### config.mk
export PLATFORM = sky130hd
export DESIGN_NAME = slink_ctrl_reg
export DESIGN_NICKNAME = d
export VERILOG_FILES = /design/src/rtl/slink_ctrl_pkg.sv /design/src/rtl/slink_ifr_prio.sv /design/src/rtl/slink_clr_events.sv /design/src/rtl/slink_norm_gen.sv /design/src/rtl/slink_ctrl_reg.sv
export SDC_FILE = /design/constraint.sdc
export NUM_CORES = 1
export LEC_CHECK = 0
export ABC_AREA = 1
export BUFFER_PORTS_ARGS = -buffer_cell sky130_fd_sc_hd__buf_2
export CORE_MARGIN = 10
export CORE_UTILIZATION = 40
export CTS_CLUSTER_DIAMETER = 40
export DETAILED_ROUTE_END_ITERATION = 6
export PLACE_DENSITY = 0.81
export SYNTH_ARGS = -nofsm -noshare
export SYNTH_HDL_FRONTEND = slang
export SYNTH_HIERARCHICAL = 1
export SYNTH_SLANG_ARGS = --single-unit
### constraint.sdc
create_clock -name clk -period 1.2 [get_ports clk]
set_clock_uncertainty 0.15 [all_clocks]
set_input_delay 0.18 -clock clk [delete_from_list [all_inputs] [get_ports clk]]
set_output_delay 0.18 -clock clk [all_outputs]
set_load 0.02 [all_outputs]
### src/rtl/slink_ctrl_pkg.sv
package slink_ctrl_pkg;
    localparam int IFR_W      = 3;
    localparam int POS_IFR    = 0;
    localparam int POS_EOD    = 3;
    localparam int POS_NSEL   = 4;
    localparam int POS_FAST   = 5;
    localparam int USED_BITS  = 6;

    typedef struct packed {
        logic             fast;
        logic             nsel;
        logic             eod;
        logic [IFR_W-1:0] ifr;
        logic [IFR_W-1:0] cmd;
        logic             none;
    } ctrl_t;
endpackage

### src/rtl/slink_ifr_prio.sv
module slink_ifr_prio
    import slink_ctrl_pkg::*;
(
    input  logic [IFR_W-1:0] req_i,
    output logic [IFR_W-1:0] grant_o,
    output logic             none_o
);
    // highest index wins
    always_comb begin
        grant_o = '0;
        for (int i = 0; i < IFR_W; i++) begin
            if (req_i[i]) grant_o = IFR_W'(1) << i;
        end
        none_o = (req_i == '0);
    end
endmodule

### src/rtl/slink_clr_events.sv
module slink_clr_events (
    input  logic ev_break,
    input  logic ev_crc_start,
    input  logic ev_eod_rx,
    input  logic ev_error,
    input  logic ifr_active,
    output logic clr_fast,
    output logic clr_eod
);
    always_comb begin
        clr_fast = ev_break;
        clr_eod  = ev_error
                 | (ev_crc_start & ~ifr_active)
                 | (ev_eod_rx    &  ifr_active);
    end
endmodule

### src/rtl/slink_norm_gen.sv
module slink_norm_gen (
    input  logic nsel,
    input  logic has_crc,
    output logic norm
);
    assign norm = has_crc ^ nsel;
endmodule

### src/rtl/slink_ctrl_reg.sv
module slink_ctrl_reg
    import slink_ctrl_pkg::*;
#(
    parameter int              DATA_W   = 8,
    parameter int              SV_W     = 8,
    parameter logic [SV_W-1:0] SV_BREAK = 8'h1C
) (
    input  logic              clk,
    input  logic              rst,
    input  logic              wr_en,
    input  logic [DATA_W-1:0] wr_data,
    output logic [DATA_W-1:0] rd_data,
    input  logic              ev_break,
    input  logic              ev_crc_start,
    input  logic              ev_eod_rx,
    input  logic              ev_error,
    input  logic              ifr_active,
    input  logic              resp_has_crc,
    output logic              fast_rx_en,
    output logic              eod_req,
    output logic              norm_bit,
    output logic [IFR_W-1:0]  ifr_cmd,
    output logic              ifr_none,
    output logic [SV_W-1:0]   state_vec
);
    localparam int PAD_W = DATA_W - USED_BITS;

    ctrl_t            ctl_d, ctl_q;
    logic [SV_W-1:0]  sv_d, sv_q;
    logic [IFR_W-1:0] ifr_nxt, cmd_nxt;
    logic             none_nxt, clr_fast, clr_eod;

    slink_clr_events u_clr (
        .ev_break     (ev_break),
        .ev_crc_start (ev_crc_start),
        .ev_eod_rx    (ev_eod_rx),
        .ev_error     (ev_error),
        .ifr_active   (ifr_active),
        .clr_fast     (clr_fast),
        .clr_eod      (clr_eod)
    );

    assign ifr_nxt = wr_en ? wr_data[POS_IFR +: IFR_W] : ctl_q.ifr;

    slink_ifr_prio u_prio (
        .req_i   (ifr_nxt),
        .grant_o (cmd_nxt),
        .none_o  (none_nxt)
    );

    slink_norm_gen u_norm (
        .nsel    (ctl_q.nsel),
        .has_crc (resp_has_crc),
        .norm    (norm_bit)
    );

    always_comb begin
        ctl_d = ctl_q;
        sv_d  = sv_q;
        if (wr_en) begin
            ctl_d.fast = wr_data[POS_FAST];
            ctl_d.nsel = wr_data[POS_NSEL];
            ctl_d.eod  = wr_data[POS_EOD];
        end
        ctl_d.ifr  = ifr_nxt;
        ctl_d.cmd  = cmd_nxt;
        ctl_d.none = none_nxt;
        if (clr_fast) ctl_d.fast = 1'b0;   // event beats software
        if (clr_eod)  ctl_d.eod  = 1'b0;
        if (ev_break) sv_d = SV_BREAK;
        if (rst) begin
            ctl_d      = '0;
            ctl_d.none = 1'b1;
            sv_d       = '0;
        end
    end

    always_ff @(posedge clk) begin
        ctl_q <= ctl_d;
        sv_q  <= sv_d;
    end

    always_comb begin
        rd_data = {{PAD_W{1'b0}}, ctl_q.fast, ctl_q.nsel, ctl_q.eod, ctl_q.ifr};
    end

    assign fast_rx_en = ctl_q.fast;
    assign eod_req    = ctl_q.eod;
    assign ifr_cmd    = ctl_q.cmd;
    assign ifr_none   = ctl_q.none;
    assign state_vec  = sv_q;

    a_r3_break_clears: assert property (@(posedge clk) disable iff (rst)
        ev_break |=> (!fast_rx_en && state_vec == SV_BREAK));

    a_r7_error_clears_eod: assert property (@(posedge clk) disable iff (rst)
        ev_error |=> !eod_req);

    a_r9_ifr_readback: assert property (@(posedge clk) disable iff (rst)
        wr_en |=> rd_data[POS_IFR +: IFR_W] == $past(wr_data[POS_IFR +: IFR_W]));

    a_r8_cmd_onehot: assert property (@(posedge clk) disable iff (rst)
        $onehot0(ifr_cmd) && (ifr_none == (rd_data[POS_IFR +: IFR_W] == '0)));

    a_r8_top_priority: assert property (@(posedge clk) disable iff (rst)
        rd_data[POS_IFR + IFR_W - 1] |-> ifr_cmd[IFR_W-1]);

    a_r5_crc_ignored_in_ifr: assert property (@(posedge clk) disable iff (rst)
        (eod_req && ifr_active && ev_crc_start && !ev_error && !ev_eod_rx && !wr_en)
        |=> eod_req);

    a_r11_sv_steady: assert property (@(posedge clk) disable iff (rst)
        !ev_break |=> $stable(state_vec));
endmodule

== After elaboration in Yosys (flattened, before gate mapping) ==
Index checks and enable logic that the tools add are counted.

* Add/sub/neg operators: 0
* Multiply operators: 0
* Div/mod/pow operators: 0
* Order comparisons: 0
* Equal/unequal tests: 0
* Shift-type cells: 0
* Muxes and demuxes: 4
* Bitwise logic cells: 6
* Reduce and logical (&&, ||, !) cells: 5

{| class="wikitable"
|+ Operator list
! operator !! number
|-
| two-way mux 3 bit || 2
|-
| OR reduction 2 bit || 3
|-
| zero test 3 bit || 1
|-
| OR reduction 3 bit || 1
|-
| bitwise AND 1 bit || 2
|-
| two-way mux 2 bit || 1
|-
| bitwise OR 1 bit || 2
|-
| two-way mux 1 bit || 1
|-
| inverter 1 bit || 1
|-
| XOR 1 bit || 1
|}

* Register bits after elaboration: 11
* Bits in latches: 0
* RAM bits: 0
* ROM bits: 0
* Logic and storage cells: 24
* Memories: 0

== Logic depth before layout (Yosys ltp) ==
Gate-level depths: netlist of run 1.

* Depth in word-level cells: 5
* Mapped depth: 10
* Depth with buffers taken out: 9

== Hierarchy ==
The synthesis of run 1 kept the hierarchy.

{| class="wikitable"
|+ Modules (own cells, without submodules)
! module !! times used !! cells each !! area an instance (um^2)
|-
| slink_ctrl_reg || 1 || 71 || 528.0
|-
| slink_ifr_prio || 1 || 8 || 36.3
|-
| slink_clr_events || 1 || 6 || 35.0
|-
| slink_norm_gen || 1 || 5 || 18.8
|}

== Least setup slack after synthesis of run 1 ==
No wires, ideal clock.

* Kind: register to register
* Start point: register ctl_q, in the netlist rd_data[2]
* End point: register ctl_q, in the netlist ifr_none
* Arrival: 0.996 ns
* Required time: 0.930 ns
* Slack: -0.066 ns
* Stages on the path, launching flop included: 9
* Clock period less this slack: 1.266 ns
* Cell sequence: dfxtp_1 > inv_1 > nand2_2 > nand2_2 > inv_1 > inv_1 > nand2_1 > nor2_2 > or2_1

* Longest elaborated chain between the ends: 2

{| class="wikitable"
|+ RTL lines
! item !! RTL line !! RTL
|-
| from (decl) || slink_ctrl_reg.sv:28 || <nowiki>ctrl_t ctl_d, ctl_q;</nowiki>
|-
| from (signal assigned) || slink_ctrl_reg.sv:79 || <nowiki>ctl_q <= ctl_d;</nowiki>
|-
| two-way mux 3 bit || slink_ctrl_reg.sv:43 || <nowiki>assign ifr_nxt = wr_en ? wr_data[POS_IFR +: IFR_W] : ctl_q.ifr;</nowiki>
|-
| named net ifr_nxt[2] || slink_ctrl_reg.sv:30 || <nowiki>logic [IFR_W-1:0] ifr_nxt, cmd_nxt;</nowiki>
|-
| zero test 3 bit || slink_ifr_prio.sv:14 || <nowiki>none_o = (req_i == '0);</nowiki>
|-
| named net none_nxt || slink_ctrl_reg.sv:31 || <nowiki>logic none_nxt, clr_fast, clr_eod;</nowiki>
|}

The timed path passes the listed nets, and every way through them passes these cells.
A chain may end at the register's enable or synchronous reset.

== Worst setup path in the final report of run 1 ==
* Start point: register ctl_q, in the netlist rd_data[4]
* End point: output norm_bit

* Longest elaborated chain between the ends: 1

{| class="wikitable"
|+ RTL lines
! item !! RTL line !! RTL
|-
| XOR 1 bit || slink_norm_gen.sv:6 || <nowiki>assign norm = has_crc ^ nsel;</nowiki>
|-
| to (decl) || slink_ctrl_reg.sv:21 || <nowiki>output logic norm_bit,</nowiki>
|}

Every way passes these cells.

==> metrics.yaml, run 1 <==
setup_path:
  reg2reg_from: "rd_data[1]$_SDFF_PP0_"
  crit_path_frequent_cell: "nand2_2"
  cp-end-kind: "output pin"
  worst_path_dominant_cell_family: "flip-flops"
  path_class: "flip-flop to output pin"
  cp.required_ns: 0.87
  crit_buf_inv: 2
  rrSetupSlack_ns: 0.07
  cp_slowest_cell: "dfxtp_2"
  worstReg2RegEnd: "ifr_none$_SDFF_PP1_"
  crit_arrival_ns: 0.88
  cpPeakStageDelay_ns: 0.35
  path_cells: "inv_2, nand2_2, nand2_2, buf_6"
  cp.depth: 4
  startpoint: "rd_data[4]$_SDFFE_PP0P_"
  crit_end: "norm_bit"
  startpoint_type: "flip-flop"
  cp_max_fo: 4
  rr_worst_depth: 8
global_routing:
  grt_max_degree: 12
  grt_use_met1: 0.0654
  antenna_found_initial: 0
  grt_pass1_wl_um: 2130
  use_met2: 0.140
  grt_pass1_vias: 538
  top_usage_layer: "met2"
  grt.met3_usage: 0.0322
  grt_overflow: 0
  gr-usage-all-layers: 0.0789
status:
  status: "finished with violations"
  violations: "negative setup slack"
pwr:
  p_switching_w: 0.000273
  pwr-share-seq: 0.456
  power_w: 0.000876
  internal_power_w: 0.000603
  p_leak_nw: 0.475
  power_density_nw_per_um2: 1140
  peakVddDrop_v: 0.000438
  swShare: 0.312
  p_clk_frac: 0.282
  p_comb_frac: 0.262
layout:
  seq_area_um2: 224
  fin_nets: 137
  area_growth_pct: 24.5
  fillers: 149
  fin_util: 0.517
  stdcell_count: 135
  fin_area_um2: 769
  drive_gt1_frac: 0.479
  antennaDiodeCount: 0
  multi_input_area_um2: 226
synthesis:
  yosysSeqAreaShare: 0.356
  synth_top_cell_area_share: 0.356
  ys_types: 14
  synthCells: 90
  yosys_warnings: 6
  synth_area_um2: 618
  synth.avg_cell_area_um2: 6.87
  yosysTopAreaCell: "dfxtp_1"
  ys_seq_elements: 11
  synth_area_leaders: "dfxtp_1, buf_4, inv_1, nor2_1, nand2_1"
routing:
  vias: 534
  first_pass_iters: 2
  wl_um: 1390
  drc: 0
  vias_per_cell: 3.96
  drtIter0Drc: 4
  wl_per_cell_um: 10.3
  antenna_left: 0
cts:
  cts_max_level: 1
  insertion_delay_ns: 0.27
  cts_setup_buffers: 0
  cts_tree: "done"
  numCtsBuffers: 3
  clk_transition_reported_paths_ns: 0.06
  clockRootBuffer: "clkbuf_4"
  clock_sink_count: 11
  clock_path_buffers: 2
timing:
  rsz0062_at_grt: "yes"
  setup_viol: 1
  fin_tns_setup_ns: -0.0118
  fmax_mhz: 825
  period_needed_ns: 1.21
  maxSlewViolCount: 0
  setup_slack_ns: -0.0118
  finalCritPeriodShare: 1.01
  hold_viol: 0
place:
  place.port_buffers: 30
  dpl.cell_count: 129
  dp_hpwl_um: 1100
  place_congestion: 0.641
  dpl-instance-area_um2: 708
die:
  dieArea_um2: 3520
  die_h_um: 59.3
  core-area_um2: 1490
  die_w_um: 59.3
  start_util: 0.415
  pin_count: 40
  row_count: 14
min_path:
  hold_path.startpoint: "wr_data[3]"
  min_path_type: "input pin to flip-flop"
job:
  drv_cap: 0
[Yosys cell counts]
library cell	instances
nor2_2	2
nand2_2	7
buf_4	13
inv_1	19
inv_4	1
buf_6	2
nor2_1	17
inv_2	1
or2_1	1
nand3_2	1
o21bai_1	1
nand2_1	13
conb_1	1
dfxtp_1	11
[what timing repair did]
action                     CTS  global route
hold endpoints to repair     2             0
gates resized for setup      4             6
setup endpoints to repair    1             2
hold buffers                 2             0
pin swaps                    1             4
[sequential cells by signal (all words and copies together) (netlist names)]
register and flops:
ifr_none 1, fast_rx_en 1, ifr_cmd 3, eod_req 1, state_vec 1, rd_data 4
[worst min path at each step]
stage	cells past startpoint	endpoint
final	5	eod_req$_SDFFE_PP0P_
after CTS	5	eod_req$_SDFFE_PP0P_
after global routing	2	rd_data[0]$_SDFF_PP0_
after global placement	3	state_vec[2]$_SDFFE_PP0P_
after floorplan	2	state_vec[2]$_SDFFE_PP0P_
after detailed placement	3	state_vec[2]$_SDFFE_PP0P_
[power groups by stage]
stage	clock, W	sequential (W)	combinational, W
finish	0.000247	0.000400	0.000230
CTS	0.000258	0.000400	0.000225
detailed placement	0	0.000407	0.000214
floorplan	0	0.000437	0.000150
global placement	0	0.000406	0.000211
global route	0.000274	0.000403	0.000256
[area by class of cell]
| cell class | count | area share |
|---|---|---|
| clock buffers | 4 | 0.0341 |
| inverters | 21 | 0.106 |
| multi-input cells | 49 | 0.294 |
| flip-flops and latches | 11 | 0.291 |
| well taps | 16 | 0.0260 |
| repair buffers | 34 | 0.249 |
[stage by stage]
step / setup slack, ns / hold slack (ns)
floorplan: 0.00708 / 0.146
global placement: 0.0149 / 0.253
detailed placement: 0.0150 / 0.260
CTS: -0.0262 / 0.0442
global route: -0.0473 / 0.0830
finish: -0.0118 / 0.0481
[kinds of logic (layout without fill, tap and decap cells)]
| group | after synthesis | in the layout | synth area share |
|---|---|---|---|
| flip-flops | 11 | 11 | 0.356 |
| other | 1 | 7 | 0.00607 |
| buffers and inverters | 36 | 59 | 0.326 |
| AND/OR/NAND/NOR | 41 | 41 | 0.300 |
| AO/OA/AOI/OAI | 1 | 1 | 0.0122 |
[metal layers]
metal	wire length (um)	share of wire
met1	505	0.36
met2	696	0.50
met3	155	0.11
met4	31	0.022
met5	0	0
[worst register-to-register path: cells and delay by family (launching register included)]
family | cells | cell delay (ns)
buffers and inverters | 3 | 0.12
DFF | 1 | 0.33
and+or+nand+nor | 5 | 0.42
[cells in the final DEF (no fill, tap or decap)]
master         count
buf_2             29
nor2_1            17
inv_1             15
nand2_2           10
nand2_1           10
dfxtp_1            8
conb_1             7
inv_2              5
clkbuf_4           3
dfxtp_2            3
nor2_2             2
dlygate4sd3_1      2
buf_4              2
inv_4              1
o21bai_1           1
or2_1              1
clkbuf_1           1
buf_6              1
nand3_2            1
(Power assumes the default switching activity.)
==> run 2, diff against run 1 <==
--- a/config.mk
+++ b/config.mk
@@ -12,6 +12,7 @@
 export CTS_CLUSTER_DIAMETER = 40
 export DETAILED_ROUTE_END_ITERATION = 6
 export PLACE_DENSITY = 0.81
+export SETUP_SLACK_MARGIN = 0.1
 export SYNTH_ARGS = -nofsm -noshare
 export SYNTH_HDL_FRONTEND = slang
 export SYNTH_HIERARCHICAL = 1
==> constraint.sdc (replaced) <==
create_clock -name clk -period 1.35 [get_ports clk]
set_clock_uncertainty 0.15 [all_clocks]
set_input_delay 0.2025 -clock clk [delete_from_list [all_inputs] [get_ports clk]]
set_output_delay 0.2025 -clock clk [all_outputs]
set_load 0.02 [all_outputs]
==> run 2 against run 1 <==
  * The flow now finishes without violations
  * Core utilization down 2.9 points
  * Register-to-register slack better by 0.11 ns
  * Sequential power down 12%
  * Critical path depth unchanged
  * Global-route usage down 0.94 points
  * Non-clock buffer count down 4
  * Sequential share of layout area up 1.6 points
  * First-iteration DRC count rose to 3.0 times the previous value
==> metrics.yaml, run 2 (synthesis results as in run 1) <==
status:
  status: "complete, no violations"
timing:
  setup_viol: 0
  period_needed_ns: 1.22
  fin_tns_setup_ns: 0
  maxSlewViolCount: 0
  setup_slack_ns: 0.125
  finalCritPeriodShare: 0.907
  hold_viol: 0
  rsz0062_at_grt: "yes"
  fmax_mhz: 817
layout:
  fin_util: 0.487
  final_cell_mix: "buf_2, inv_1, nor2_1"
  largest_register_ffs: 4
  stdcell_count: 131
  drive_gt1_frac: 0.409
  area_growth_pct: 17.4
  antennaDiodeCount: 0
  layout_commonest_cell: "buf_2"
  fin_nets: 133
setup_path:
  crit_arrival_ns: 0.87
  cp_max_fo: 4
  cp_slowest_cell: "dfxtp_2"
  worst_path_dominant_cell_family: "flip-flops"
  crit_buf_inv: 2
  reg2reg_from: "rd_data[2]$_SDFF_PP0_"
  cpPeakStageDelay_ns: 0.34
  cp.required_ns: 1.00
  crit_path_frequent_cell: "nand2_1"
  cp-end-kind: "output pin"
  path_cells: "inv_1, nand2_1, nand2_1, buf_6"
  startpoint: "rd_data[4]$_SDFFE_PP0P_"
  path_class: "flip-flop to output pin"
  startpoint_type: "flip-flop"
place:
  place.port_buffers: 30
  dpl.cell_count: 127
  pre_cts_ws_ns: 0.0708
  place_congestion: 0.643
  dp_hpwl_um: 1090
cts:
  cts_max_level: 1
  numCtsBuffers: 3
  cts_setup_buffers: 0
  insertion_delay_ns: 0.26
  clock_path_buffers: 2
  clk_transition_reported_paths_ns: 0.07
  clockRootBuffer: "clkbuf_4"
  postCtsHoldBufs: 0
  cts_tree: "done"
  clock_sink_count: 11
routing:
  wl_um: 1250
  vias_per_cell: 3.86
  drc: 0
  first_pass_iters: 2
  antenna_left: 0
  drtIter0Drc: 12
  wl_per_cell_um: 9.54
  vias: 506
die:
  start_util: 0.415
  row_count: 14
  die_h_um: 59.3
  dieArea_um2: 3520
  core-area_um2: 1490
  pin_count: 40
  die_w_um: 59.3
pwr:
  p_clk_frac: 0.284
  p_comb_frac: 0.248
  p_switching_w: 0.000231
  internal_power_w: 0.000524
  power_density_nw_per_um2: 1040
  p_leak_nw: 0.459
  peakVddDrop_v: 0.000311
  pwr-share-seq: 0.468
  swShare: 0.306
global_routing:
  grt_overflow: 0
  antenna_found_initial: 0
  grt_pass1_wl_um: 1970
  grt_max_degree: 12
  gr-usage-all-layers: 0.0694
  grt_pass1_vias: 534
min_path:
  min_path_type: "input pin to flip-flop"
  hold_path.startpoint: "wr_data[4]"
job:
  drv_cap: 0
==> run 2: power by group through the flow <==
stage          combinational, W  sequential, W  clock, W
2_1_floorplan          0.000133       0.000388         0
3_3_place_gp           0.000181       0.000360         0
3_5_place_dp           0.000185       0.000361         0
4_1_cts                0.000186       0.000354  0.000222
5_1_grt                0.000209       0.000356  0.000236
6_report               0.000187       0.000354  0.000215
==> run 2: per-layer routing <==
layer,up-vias,GRT usage,share of wire
met5,-,0,0
met4,0,0.0393,0
met3,0,0.0429,0.15
met2,26,0.119,0.46
met1,201,0.0605,0.39
li1,279,-,-
==> run 2: path summary, 6_finish.rpt <==
kind | cells after the start | end | slack (ns)
worst max-delay path | 4 | norm_bit | 0.13
worst min-delay path | 3 | rd_data[4]$_SDFFE_PP0P_ | 0.02
worst max register to register | 8 | ifr_none$_SDFF_PP1_ | 0.18
worst min register to register | 2 | fast_rx_en$_SDFFE_PP0P_ | 0.34
==> run 2: what timing repair did <==
item                       in CTS  in global routing
gates resized for setup         1                  2
cloned                          0                  0
setup endpoints to repair       1                  1
==> run 2: stage by stage <==
| step | total power (W) | area (um^2) | hold WS (ns) |
|---|---|---|---|
| final | 0.000755 | 726 | 0.0227 |
| after detailed placement | 0.000546 | 692 | 0.295 |
| after global placement | 0.000541 | 692 | 0.276 |
| after CTS | 0.000762 | 719 | 0.0201 |
| after global routing | 0.000801 | 726 | 0.0281 |
| after floorplan | 0.000521 | 642 | 0.168 |
==> run 2: cell type report <==
class | instances | area [um^2]
sequential | 11 | 223
timing repair buffer | 30 | 156
tap | 16 | 20.0
multi-input combinational | 49 | 219
clock buffer | 4 | 26.3
fill | 167 | 763
inverter | 21 | 81.3
==> run 2: worst register-to-register path: cells and delay by family (launching register included) <==
family / cells / cell delay (ns)
and+or+nand+nor: 5 / 0.39
DFF: 1 / 0.33
buffers and inverters: 3 / 0.19
